**src/rtl/rtg_pkg.sv**
```systemverilog
package rtg_pkg;
    // Input field widths
    localparam int unsigned H_W  = 16;
    localparam int unsigned VA_W = 16;
    localparam int unsigned VB_W = 8;
    // Counter widths: sum of active and blanking (plus one extra line)
    localparam int unsigned HC_W = H_W + 1;
    localparam int unsigned VC_W = VA_W + 1;

    typedef struct packed {
        logic [H_W-1:0]  h_act;
        logic [H_W-1:0]  h_blank;
        logic [H_W-1:0]  h_sdly;
        logic [H_W-1:0]  h_swid;
        logic [VA_W-1:0] v_act;
        logic [VB_W-1:0] v_blank;
        logic [VB_W-1:0] v_sdly;
        logic [VB_W-1:0] v_swid;
        logic            hs_pol;
        logic            vs_pol;
        logic            de_pol;
        logic            interlace;
        logic            frac_vb;
    } rtg_cfg_t;
endpackage

```
**src/rtl/rtg_shadow.sv**
```systemverilog
module rtg_shadow
    import rtg_pkg::*;
(
    input  logic     clk,
    input  logic     rst_n,
    input  logic     load_i,
    input  rtg_cfg_t cfg_i,
    output rtg_cfg_t cfg_o
);
    rtg_cfg_t sh_d, sh_q;

    always_comb begin
        sh_d = sh_q;
        if (load_i) sh_d = cfg_i;
    end

    always_ff @(posedge clk) begin
        if (!rst_n) sh_q <= '0;
        else        sh_q <= sh_d;
    end

    assign cfg_o = sh_q;

    // Parameters in use change only at a field boundary
    assert_hold_midfield_R9: assert property (@(posedge clk) disable iff (!rst_n)
        !load_i |=> $stable(sh_q));
endmodule

```
**src/rtl/rtg_counter.sv**
```systemverilog
module rtg_counter
    import rtg_pkg::*;
(
    input  logic            clk,
    input  logic            rst_n,
    input  logic [H_W-1:0]  h_act_i,
    input  logic [H_W-1:0]  h_blank_i,
    input  logic [VA_W-1:0] v_act_i,
    input  logic [VB_W-1:0] v_blank_i,
    input  logic            interlace_i,
    input  logic            frac_vb_i,
    input  logic            next_interlace_i,
    output logic            run_o,
    output logic [HC_W-1:0] h_o,
    output logic [VC_W-1:0] v_o,
    output logic            field_o,
    output logic            load_o
);
    typedef struct packed {
        logic            run;
        logic [HC_W-1:0] h;
        logic [VC_W-1:0] v;
        logic            field;
    } cnt_t;

    cnt_t s_d, s_q;
    logic [HC_W-1:0] htot;
    logic [VC_W-1:0] vtot;
    logic            extra_line;
    logic            h_last, v_last;
    logic            load;

    always_comb begin
        extra_line = interlace_i & frac_vb_i & s_q.field;
        htot   = HC_W'(h_act_i) + HC_W'(h_blank_i);
        vtot   = VC_W'(v_act_i) + VC_W'(v_blank_i) + VC_W'(extra_line);
        h_last = s_q.h >= (htot - HC_W'(1));
        v_last = s_q.v >= (vtot - VC_W'(1));
        s_d    = s_q;
        load   = 1'b0;
        if (!s_q.run) begin
            s_d.run   = 1'b1;
            s_d.h     = '0;
            s_d.v     = '0;
            s_d.field = 1'b0;
            load      = 1'b1;
        end else if (h_last) begin
            s_d.h = '0;
            if (v_last) begin
                s_d.v     = '0;
                s_d.field = next_interlace_i ? ~s_q.field : 1'b0;
                load      = 1'b1;
            end else begin
                s_d.v = s_q.v + VC_W'(1);
            end
        end else begin
            s_d.h = s_q.h + HC_W'(1);
        end
    end

    always_ff @(posedge clk) begin
        if (!rst_n) s_q <= '0;
        else        s_q <= s_d;
    end

    assign run_o   = s_q.run;
    assign h_o     = s_q.h;
    assign v_o     = s_q.v;
    assign field_o = s_q.field;
    assign load_o  = load;

    // Line counter moves only at the start of a line
    assert_line_steady_R2: assert property (@(posedge clk) disable iff (!rst_n)
        (s_q.run && s_q.h != '0) |-> $stable(s_q.v));
    // Progressive fields always report parity 0
    assert_prog_field_R7: assert property (@(posedge clk) disable iff (!rst_n)
        (s_q.run && !interlace_i) |-> !s_q.field);
endmodule

```
**src/rtl/rtg_decode.sv**
```systemverilog
module rtg_decode
    import rtg_pkg::*;
(
    input  logic            clk,
    input  logic            rst_n,
    input  logic            run_i,
    input  logic [HC_W-1:0] h_i,
    input  logic [VC_W-1:0] v_i,
    input  logic            field_i,
    input  logic [H_W-1:0]  h_act_i,
    input  logic [H_W-1:0]  h_sdly_i,
    input  logic [H_W-1:0]  h_swid_i,
    input  logic [VA_W-1:0] v_act_i,
    input  logic [VB_W-1:0] v_sdly_i,
    input  logic [VB_W-1:0] v_swid_i,
    input  logic            hs_pol_i,
    input  logic            vs_pol_i,
    input  logic            de_pol_i,
    output logic            hsync_o,
    output logic            vsync_o,
    output logic            de_o,
    output logic            field_o,
    output logic            frame_start_o
);
    localparam int unsigned HX_W = HC_W + 1;
    localparam int unsigned VX_W = VC_W + 1;

    typedef struct packed {
        logic hs;
        logic vs;
        logic de;
        logic field;
        logic fs;
    } out_t;

    out_t o_d, o_q;
    logic [HX_W-1:0] hs_start, hs_end, hx;
    logic [VX_W-1:0] vs_start, vs_end, vx;
    logic de_raw, hs_raw, vs_raw;

    always_comb begin
        hx       = HX_W'(h_i);
        vx       = VX_W'(v_i);
        hs_start = HX_W'(h_act_i) + HX_W'(h_sdly_i);
        hs_end   = hs_start + HX_W'(h_swid_i);
        vs_start = VX_W'(v_act_i) + VX_W'(v_sdly_i);
        vs_end   = vs_start + VX_W'(v_swid_i);
        de_raw   = run_i && (h_i < HC_W'(h_act_i)) && (v_i < VC_W'(v_act_i));
        hs_raw   = run_i && (hx >= hs_start) && (hx < hs_end);
        vs_raw   = run_i && (vx >= vs_start) && (vx < vs_end);
        o_d.hs    = run_i & (hs_raw ^ ~hs_pol_i);
        o_d.vs    = run_i & (vs_raw ^ ~vs_pol_i);
        o_d.de    = run_i & (de_raw ^ ~de_pol_i);
        o_d.field = run_i & field_i;
        o_d.fs    = run_i && (h_i == '0) && (v_i == '0);
    end

    always_ff @(posedge clk) begin
        if (!rst_n) o_q <= '0;
        else        o_q <= o_d;
    end

    assign hsync_o       = o_q.hs;
    assign vsync_o       = o_q.vs;
    assign de_o          = o_q.de;
    assign field_o       = o_q.field;
    assign frame_start_o = o_q.fs;

    // Data never overlaps a horizontal or a vertical sync
    assert_de_no_hsync_R5: assert property (@(posedge clk) disable iff (!rst_n)
        de_raw |-> !hs_raw);
    assert_de_no_vsync_R5: assert property (@(posedge clk) disable iff (!rst_n)
        de_raw |-> !vs_raw);
endmodule

```
**src/rtl/raster_timing_gen.sv**
```systemverilog
module raster_timing_gen
    import rtg_pkg::*;
#(
    parameter int unsigned CTL_W         = 8,
    parameter int unsigned CTL_MIN       = 12,
    parameter int unsigned CTL_EXT_MIN   = 32,
    parameter int unsigned CTL_EXT_SPACE = 1
) (
    input  logic             clk,
    input  logic             rst_n,
    input  logic [H_W-1:0]   h_active,
    input  logic [H_W-1:0]   h_blank,
    input  logic [H_W-1:0]   h_sync_dly,
    input  logic [H_W-1:0]   h_sync_wid,
    input  logic [VA_W-1:0]  v_active,
    input  logic [VB_W-1:0]  v_blank,
    input  logic [VB_W-1:0]  v_sync_dly,
    input  logic [VB_W-1:0]  v_sync_wid,
    input  logic             hs_pol,
    input  logic             vs_pol,
    input  logic             de_pol,
    input  logic             interlace,
    input  logic             frac_vblank,
    output logic             hsync_o,
    output logic             vsync_o,
    output logic             de_o,
    output logic             field_o,
    output logic             frame_start_o,
    output logic [CTL_W-1:0] ctl_min_o,
    output logic [CTL_W-1:0] ctl_ext_min_o,
    output logic [CTL_W-1:0] ctl_ext_space_o
);
    rtg_cfg_t        cfg_in, cfg_sh;
    logic            load, run, field;
    logic [HC_W-1:0] h_pos;
    logic [VC_W-1:0] v_pos;

    always_comb begin
        cfg_in.h_act     = h_active;
        cfg_in.h_blank   = h_blank;
        cfg_in.h_sdly    = h_sync_dly;
        cfg_in.h_swid    = h_sync_wid;
        cfg_in.v_act     = v_active;
        cfg_in.v_blank   = v_blank;
        cfg_in.v_sdly    = v_sync_dly;
        cfg_in.v_swid    = v_sync_wid;
        cfg_in.hs_pol    = hs_pol;
        cfg_in.vs_pol    = vs_pol;
        cfg_in.de_pol    = de_pol;
        cfg_in.interlace = interlace;
        cfg_in.frac_vb   = frac_vblank;
    end

    rtg_shadow u_shadow (
        .clk    (clk),
        .rst_n  (rst_n),
        .load_i (load),
        .cfg_i  (cfg_in),
        .cfg_o  (cfg_sh)
    );

    rtg_counter u_counter (
        .clk              (clk),
        .rst_n            (rst_n),
        .h_act_i          (cfg_sh.h_act),
        .h_blank_i        (cfg_sh.h_blank),
        .v_act_i          (cfg_sh.v_act),
        .v_blank_i        (cfg_sh.v_blank),
        .interlace_i      (cfg_sh.interlace),
        .frac_vb_i        (cfg_sh.frac_vb),
        .next_interlace_i (interlace),
        .run_o            (run),
        .h_o              (h_pos),
        .v_o              (v_pos),
        .field_o          (field),
        .load_o           (load)
    );

    rtg_decode u_decode (
        .clk           (clk),
        .rst_n         (rst_n),
        .run_i         (run),
        .h_i           (h_pos),
        .v_i           (v_pos),
        .field_i       (field),
        .h_act_i       (cfg_sh.h_act),
        .h_sdly_i      (cfg_sh.h_sdly),
        .h_swid_i      (cfg_sh.h_swid),
        .v_act_i       (cfg_sh.v_act),
        .v_sdly_i      (cfg_sh.v_sdly),
        .v_swid_i      (cfg_sh.v_swid),
        .hs_pol_i      (cfg_sh.hs_pol),
        .vs_pol_i      (cfg_sh.vs_pol),
        .de_pol_i      (cfg_sh.de_pol),
        .hsync_o       (hsync_o),
        .vsync_o       (vsync_o),
        .de_o          (de_o),
        .field_o       (field_o),
        .frame_start_o (frame_start_o)
    );

    assign ctl_min_o       = CTL_W'(CTL_MIN);
    assign ctl_ext_min_o   = CTL_W'(CTL_EXT_MIN);
    assign ctl_ext_space_o = CTL_W'(CTL_EXT_SPACE);

    // Field start marker lasts a single pixel
    assert_fs_pulse_R11: assert property (@(posedge clk) disable iff (!rst_n)
        frame_start_o |=> !frame_start_o);
endmodule

```
**config.mk**
```make
export PLATFORM = sky130hd
export DESIGN_NAME = raster_timing_gen
export DESIGN_NICKNAME = d
export VERILOG_FILES = /design/src/rtl/rtg_pkg.sv /design/src/rtl/rtg_shadow.sv /design/src/rtl/rtg_counter.sv /design/src/rtl/rtg_decode.sv /design/src/rtl/raster_timing_gen.sv
export SDC_FILE = /design/constraint.sdc
export NUM_CORES = 1
export LEC_CHECK = 0
export ABC_CLOCK_PERIOD_IN_PS = 13400
export CAP_MARGIN = 20
export CORE_ASPECT_RATIO = 1.5
export CORE_MARGIN = 1.5
export CORE_UTILIZATION = 59
export CTS_BUF_LIST = sky130_fd_sc_hd__clkbuf_4 sky130_fd_sc_hd__clkbuf_8
export CTS_CLUSTER_SIZE = 28
export DETAILED_ROUTE_END_ITERATION = 12
export HOLD_SLACK_MARGIN = 0.1
export PLACE_DENSITY = 0.82
export SETUP_SLACK_MARGIN = 0.02
export SLEW_MARGIN = 5
export SYNTH_ARGS = -nofsm -noshare
export SYNTH_HDL_FRONTEND = slang
export SYNTH_HIERARCHICAL = 1
export SYNTH_SLANG_ARGS = --single-unit
```
**constraint.sdc**
```tcl
create_clock -name clk -period 13.4 [get_ports clk]
set_input_delay 1.34 -clock clk [delete_from_list [all_inputs] [get_ports clk]]
set_output_delay 1.34 -clock clk [all_outputs]
set_load 0.03 [all_outputs]
```
==> metrics, run 1 <==
Final min period=between 6 and 7 ns; setup violators final=0; number of synthesized flops with an enable pin=0; clk_skew=0.0159 ns; register area=about 3000 um2; DR vias/cell=5.88; Die ar.=about 24,000 um2; Initial Util=60.0%; Worst Hold Class=reg -> reg; gr ovfl total=0; final instance area=between 15,000 and 20,000 um2; Worst EP arrival=6.85 ns; Setup crit end kind=flop; Pleak=7.18 nW; crit-path leading delay family=simple AND/OR/NAND/NOR gates; most frequent cells in the layout=ha_1 (238), inv_1 (185), dfxtp_1 (150), nor2b_1 (126), clkdlybuf4s50_1 (114); CTS tree=done; crit-path max FO=65; switching part of the total=35.5%; Max Freq=around 150 MHz; area of the mapped netlist=13,800 um2; RSZ-0062 raised after global routing=no; via count=12,014; CP max stage cell=buf_4; I/O Buffers=115; WP data required=~14 ns; Clock Sinks=150; placed instance area=15,100 um2; number of post-CTS setup repair buffers=0; Yosys cell types=87; ANT cells=0; wirelength, routed=between 30 and 40 mm; sequential power share=36.6%; Max Root-Sink Buffers=2; CP bufs+invs=3; GPL Wtd Cong=roughly 0.9; final net count=between 2,000 and 2,500; Post-Layout Cell Count=roughly 2,000; Final Hold Fails=0; dpl hpwl=approximately 28 mm; Core Area=23,100 um2; # IOs=140; commonest non-fill, non-tap cell in the layout=ha_1; CTS clk-pin slew, worst paths=0.09 ns; P&R area growth vs syn=12.3%; sequential share of the synthesized area=around 22%; max incr delay on CP=roughly 0.9 ns; clk root buf=clkbuf_8; fin util=about two thirds; NetSw=roughly 0.47 mW; Clock Latency Late Sink=between 0.4 and 0.5 ns; Detailed Routing Iterations Pass 1=5; Die X-Extent=128 um; YS warnings=6; gr usage total=between 20 and 30%; initial antenna violation count=0; Cells after Synth=approximately 1,600; number of global-route vias before repair=11,876; Cell Pwr Density=between 80 and 90 nW/um2; Clock power frac=between 20% and 30%; H-Tree Depth=4; Hold Buf Count CTS=0; Hold WS=0.522 ns; Initial DRC Count=approximately 670; CP dominant cell by count=ha_1; Die Y=191 um; share of cells above drive strength 1=under 10%; area occupied by multi-input gates=approximately 9900 um2; maximum VDD drop=approximately 0.075 mV; Filler cells=between 1,500 and 2,000; Tightest Pin Transition=1.15 ns; Post-Syn Area per Cell=8.58 um2; status=finished clean; cell-internal power=around 0.86 mW; fin. max-slew vios=0; Post-Place Cells=2,011; FF+latch count, synth=150; final worst-path cycle share=about 48%; Startpoint Class=flop; CP Cell Sequence=inv_1 > ha_1 > inv_1 > ha_1 > nand3_1 > o22ai_1 > o211ai_1 > o21ai_0 > nor4bb_1 > nor3_1 > ha_1 > nand4_1 > nor2_1 > o2bb2ai_1 > nor2_2 > a21oi_1 > nand2b_4 > buf_4 > mux2i_1 > nor2b_1; ys async rst share=0%; Logic pwr share=a little over a third; pin count of the biggest net entering global routing=115; final antenna-violating net count=0; global-route wire length before repair=57.0 mm; Setup Crit Path Kind=reg -> reg; DRC Markers=0; Main synth FF type=dfxtp_1; FP Rows=68; Num CTS Buffers=17; setup TNS=0 ns; Wirelength per Cell=between 15 and 20 um; maxcap violations=0; Slew headroom=between 20% and 30%; post-cts sizing count=0
flip-flops by register name, indices dropped and copies added, names as in the netlist:
signal and cells:
u_shadow/cfg_o 109, u_counter/h_o 17, u_counter/v_o 17, u_counter/field_o 1, u_counter/run_o 1, u_decode/de_o 1
u_decode/field_o 1, u_decode/frame_start_o 1, u_decode/hsync_o 1, u_decode/vsync_o 1
per-stage QoR:
stage	worst slack (ns)	power (mW)
floorplan	8.83	0.836
finish	6.91	1.34
detailed placement	7.05	0.960
global route	6.62	1.42
global placement	7.20	0.942
CTS	7.00	1.34
final cells by class:
type	count	share of cell area [%]
multi-input combinational	1242	63.4
sequential	150	19.3
timing repair buffer	119	7.56
inverter	185	4.47
tap	315	2.53
clock buffer	19	1.68
clock inverter	13	1.03
cells in the mapped netlist (34+ instances only):
master / number / area, um2
a21o_1: 44 / 330
a21oi_1: 75 / 375
buf_4: 34 / 255
dfxtp_1: 150 / 3000
ha_1: 238 / 2980
inv_1: 185 / 694
mux2i_1: 111 / 1110
nand2_1: 58 / 218
nand3_1: 34 / 170
nor2_1: 61 / 229
nor2b_1: 126 / 788
nor3_1: 36 / 180
o21ai_0: 56 / 280
xnor2_1: 40 / 350
xor2_1: 53 / 464
final timing paths:
path,from,to,slack (ns),depth (start not counted)
hold reg to reg,u_shadow/cfg_o[90]$_SDFFE_PN0P_,u_shadow/cfg_o[90]$_SDFFE_PN0P_,0.52,2
hold / removal,u_shadow/cfg_o[90]$_SDFFE_PN0P_,u_shadow/cfg_o[90]$_SDFFE_PN0P_,0.52,2
setup / recovery,u_shadow/cfg_o[32]$_SDFFE_PN0P_,u_shadow/cfg_o[17]$_SDFFE_PN0P_,6.91,20
setup reg to reg,u_shadow/cfg_o[32]$_SDFFE_PN0P_,u_shadow/cfg_o[17]$_SDFFE_PN0P_,6.91,20
worst min-delay path, delay by kind of cell (launching register included):
kind	cells	cell delay [ns]
DFF	1	0.33
and+or+nand+nor	1	0.10
muxes	1	0.06
metal layers:
metal  track usage (%)  vias up  wire [um]
li1                  -     5885          -
met5                 0        -          0
met2              56.3      360      18900
met1              30.0     5646      13800
met3              3.70      123       1340
met4              19.9        0       2270
power by group through the flow:
stage	sequential, mW	combinational (mW)	clock (mW)
floorplan	0.490	0.347	0
global placement	0.499	0.443	0
detailed placement	0.499	0.460	0
CTS	0.489	0.464	0.386
global route	0.491	0.520	0.404
finish	0.489	0.467	0.380
kinds of logic after synthesis:
logic type	Yosys count	synth area share, %
multiplexers	111	8.02
adder cells (fa/ha/maj)	244	22.4
other	2	0.0542
XOR/XNOR	96	6.32
flip-flops	150	21.7
AO/OA/AOI/OAI	329	16.1
AND/OR/NAND/NOR	438	17.7
buffers and inverters	243	7.74
Note: power is estimated with default switching activity, not from simulation.
==> inputs of run 2 (changes only) <==
--- a/config.mk
+++ b/config.mk
@@ -5,7 +5,7 @@
 export SDC_FILE = /design/constraint.sdc
 export NUM_CORES = 1
 export LEC_CHECK = 0
-export ABC_CLOCK_PERIOD_IN_PS = 13400
+export ABC_CLOCK_PERIOD_IN_PS = 6400
 export CAP_MARGIN = 20
 export CORE_ASPECT_RATIO = 1.5
 export CORE_MARGIN = 1.5
==> constraint.sdc (replaced) <==
create_clock -name clk -period 6.4 [get_ports clk]
set_input_delay 0.64 -clock clk [delete_from_list [all_inputs] [get_ports clk]]
set_output_delay 0.64 -clock clk [all_outputs]
set_load 0.03 [all_outputs]
==> run 2 against run 1 <==
Against the previous run:
- clock power grew 110%
- register-to-register slack lost 6.1 ns
- fmax grew 17%
- clock skew shrank 0.0028 ns
- sequential share of layout area shrank 0.053 points
- sequential power grew 110%
- critical path depth is the same
- die area is the same
- cell count is essentially flat
- count of clock-buffer cells in the layout shrank 2
- worst setup slack lost 6.1 ns
- combinational power grew 110%
- critical endpoint is now u_shadow/cfg_o[78]$_SDFFE_PN0P_
==> metrics, run 2 (synthesis gave the netlist of run 1 again) <==
r2r endpoint=u_shadow/cfg_o[78]$_SDFFE_PN0P_; Metal-1 WL=13.3 mm (-3.0%); Startpoint Class=flop; max reg flops=109 (unchanged); CTS tree=done; Hold Buf Count CTS=0 (unchanged); RSZ-0062 raised after global routing=no; number of post-CTS setup repair buffers=0 (unchanged); Cell Pwr Density=181 nW/um2 (+110%); Filler cells=1,896 (+1.2%); Die Y=191 um (unchanged); reg2reg setup slack=0.84 ns (-6.07 ns); post-cts sizing count=0 (unchanged); clk root buf=clkbuf_8; cell-internal power=1.82 mW (+110%); Initial DRC Count=575 (-14%); WHS Path Cells=2 (unchanged); Max Freq=180 MHz (+17%); clk_skew=0.0131 ns (-0.00282 ns); maxcap violations=0 (unchanged); Final Hold Fails=0 (unchanged); Wirelength per Cell=17.6 um (-0.70%); max incr delay on CP=0.60 ns (-0.30 ns); Worst Hold Class=reg -> reg; setup violators final=0 (unchanged); Slew headroom=38.8% (+15 points); NetSw=0.994 mW (+110%); DR vias/cell=5.87 (-0.11%); I/O Buffers=115 (unchanged); pin count of the biggest net entering global routing=115 (unchanged); GPL Wtd Cong=0.914 (+3.3%); final net count=2,072 (+0.097%); CTS clk-pin slew, worst paths=0.09 ns (about the same); Core Area=23,100 um2 (unchanged); Setup Crit Path Kind=reg -> reg; ANT cells=0 (unchanged); Clock power frac=28.8% (+0.4 points); global-route wire length before repair=57.1 mm (+0.19%); CP max stage cell=nand2b_4; metal2 WL=18.6 mm (-1.6%); Pwr Total=2.82 mW (+110%); gr usage total=29.7% (-0.042 points); setup TNS=0 ns (unchanged); FF-to-FF path depth=20 (unchanged); Final min period=5.56 ns (-0.935 ns); CP dominant cell by count=ha_1; Initial Util=60.0% (unchanged); maximum VDD drop=0.147 mV (+96%); dpl hpwl=28.3 mm (+0.25%); DRC Markers=0 (unchanged); Max Root-Sink Buffers=2 (unchanged); initial antenna violation count=0 (unchanged); status=finished clean; hold_sp=u_shadow/cfg_o[89]$_SDFFE_PN0P_; via count=12,013 (-0.0083%); Die ar.=24,400 um2 (unchanged); final worst-path cycle share=86.8% (+38 points); Setup crit end kind=flop; wirelength, routed=36.0 mm (-0.61%); met3 wire length=1.57 mm (+17%); # IOs=140 (unchanged); number of global-route vias before repair=12,007 (+1.1%); share of cells above drive strength 1=4.39% (+0.11 points); crit-path max FO=43 (-34%); most frequent cells in the layout=ha_1 (238), inv_1 (185), dfxtp_1 (150), nor2b_1 (126), clkdlybuf4s50_1 (114); P&R area growth vs syn=12.6%; switching part of the total=35.3% (-0.21 points); gr ovfl total=0 (unchanged); Logic pwr share=34.8% (-0.2 points); Die X-Extent=128 um (unchanged); R2R Path Start=u_shadow/cfg_o[94]$_SDFFE_PN0P_; hold path endpoint=u_shadow/cfg_o[89]$_SDFFE_PN0P_; Pleak=7.21 nW (+0.34%); Clock Sinks=150 (unchanged); sequential power share=36.4% (-0.2 points); H-Tree Depth=4 (unchanged); Detailed Routing Iterations Pass 1=4 (-1); WP data required=6.78 ns (-6.98 ns); DR top layer=met4; fin. max-slew vios=0 (unchanged); Num CTS Buffers=17 (unchanged); FP Rows=68 (unchanged); Clock Latency Late Sink=0.49 ns (about the same); commonest non-fill, non-tap cell in the layout=ha_1; CP Cell Sequence=inv_1 > ha_1 > inv_1 > ha_1 > fa_1 > a21o_1 > a21boi_0 > o21ai_0 > a21o_1 > a221oi_1 > xor2_1 > ha_1 > and4_1 > o221ai_1 > a31o_2 > a21oi_1 > nand2b_4 > buf_12 > mux2i_1 > nor2b_1; Worst EP arrival=5.94 ns (-0.91 ns); final antenna-violating net count=0 (unchanged); Tightest Pin Transition=0.918 ns (-0.232 ns)
[run 2: changes by cell type in the layout (fill, tap and decap cells not counted)]
cell,delta
inv_6,+2
bufinv_16,+1
inv_8,-1
clkinvlp_4,-1
clkinv_4,-1
buf_12,+2
clkinv_2,+2
clkbuf_8,-2
[run 2: routing by layer]
metal  vias to the layer above  track usage (%)
met4                         0             21.8
li1                       5897                -
met3                       153             4.01
met5                         -                0
met2                       414             56.0
met1                      5549             29.2
[run 2: worst max-delay path: cells and delay by family, from the launching register on]
family | cells | cell delay (ns)
XOR/XNOR | 1 | 0.11
flip-flops | 1 | 0.45
adder cells (fa/ha/maj) | 4 | 1.26
buffers and inverters | 3 | 0.49
AO/OA/AOI/OAI | 8 | 2.01
AND/OR/NAND/NOR | 3 | 0.84
multiplexers | 1 | 0.24
[run 2: worst max-delay path by stage]
stage,startpoint,endpoint,slack [ns],cells after the start
after floorplan,u_shadow/cfg_o[94]$_SDFFE_PN0P_,u_shadow/cfg_o[100]$_SDFFE_PN0P_,1.83,23
after detailed placement,u_shadow/cfg_o[94]$_SDFFE_PN0P_,u_shadow/cfg_o[78]$_SDFFE_PN0P_,0.84,20
after global routing,u_shadow/cfg_o[94]$_SDFFE_PN0P_,u_shadow/cfg_o[104]$_SDFFE_PN0P_,0.42,20
final,u_shadow/cfg_o[94]$_SDFFE_PN0P_,u_shadow/cfg_o[78]$_SDFFE_PN0P_,0.84,20
after global placement,u_shadow/cfg_o[94]$_SDFFE_PN0P_,u_shadow/cfg_o[91]$_SDFFE_PN0P_,1.04,20
after CTS,u_shadow/cfg_o[94]$_SDFFE_PN0P_,u_shadow/cfg_o[78]$_SDFFE_PN0P_,0.82,20
[run 2: area by class of cell]
type / count / area, um2 / area share, %
Clock inverter: 15 / 190 / 1.22
Tap cell: 315 / 394 / 2.53
Sequential cell: 150 / 3000 / 19.3
Timing Repair Buffer: 121 / 1220 / 7.80
Inverter: 185 / 694 / 4.45
Multi-Input combinational cell: 1242 / 9860 / 63.2
Clock buffer: 17 / 234 / 1.50
[run 2: power by group through the flow]
| stage | Clock [mW] | Sequential (mW) | Combinational, mW |
|---|---|---|---|
| global placement | 0 | 1.04 | 0.928 |
| CTS | 0.827 | 1.02 | 0.973 |
| detailed placement | 0 | 1.05 | 0.963 |
| global route | 0.866 | 1.03 | 1.09 |
| finish | 0.811 | 1.02 | 0.980 |
| floorplan | 0 | 1.03 | 0.726 |
[run 2: stage by stage]
step | instances | utilization, % | cell area (um2) | setup WS [ns] | hold slack (ns)
6_report | 2045 | 67.6 | 15600 | 0.843 | 0.526
5_1_grt | 2045 | 67.6 | 15600 | 0.421 | 0.547
4_1_cts | 2045 | 67.6 | 15600 | 0.819 | 0.525
3_5_place_dp | 2013 | 65.8 | 15200 | 0.843 | 0.499
3_3_place_gp | 2013 | 65.8 | 15200 | 1.04 | 0.491
2_1_floorplan | 1635 | - | 13900 | 1.83 | 0.452
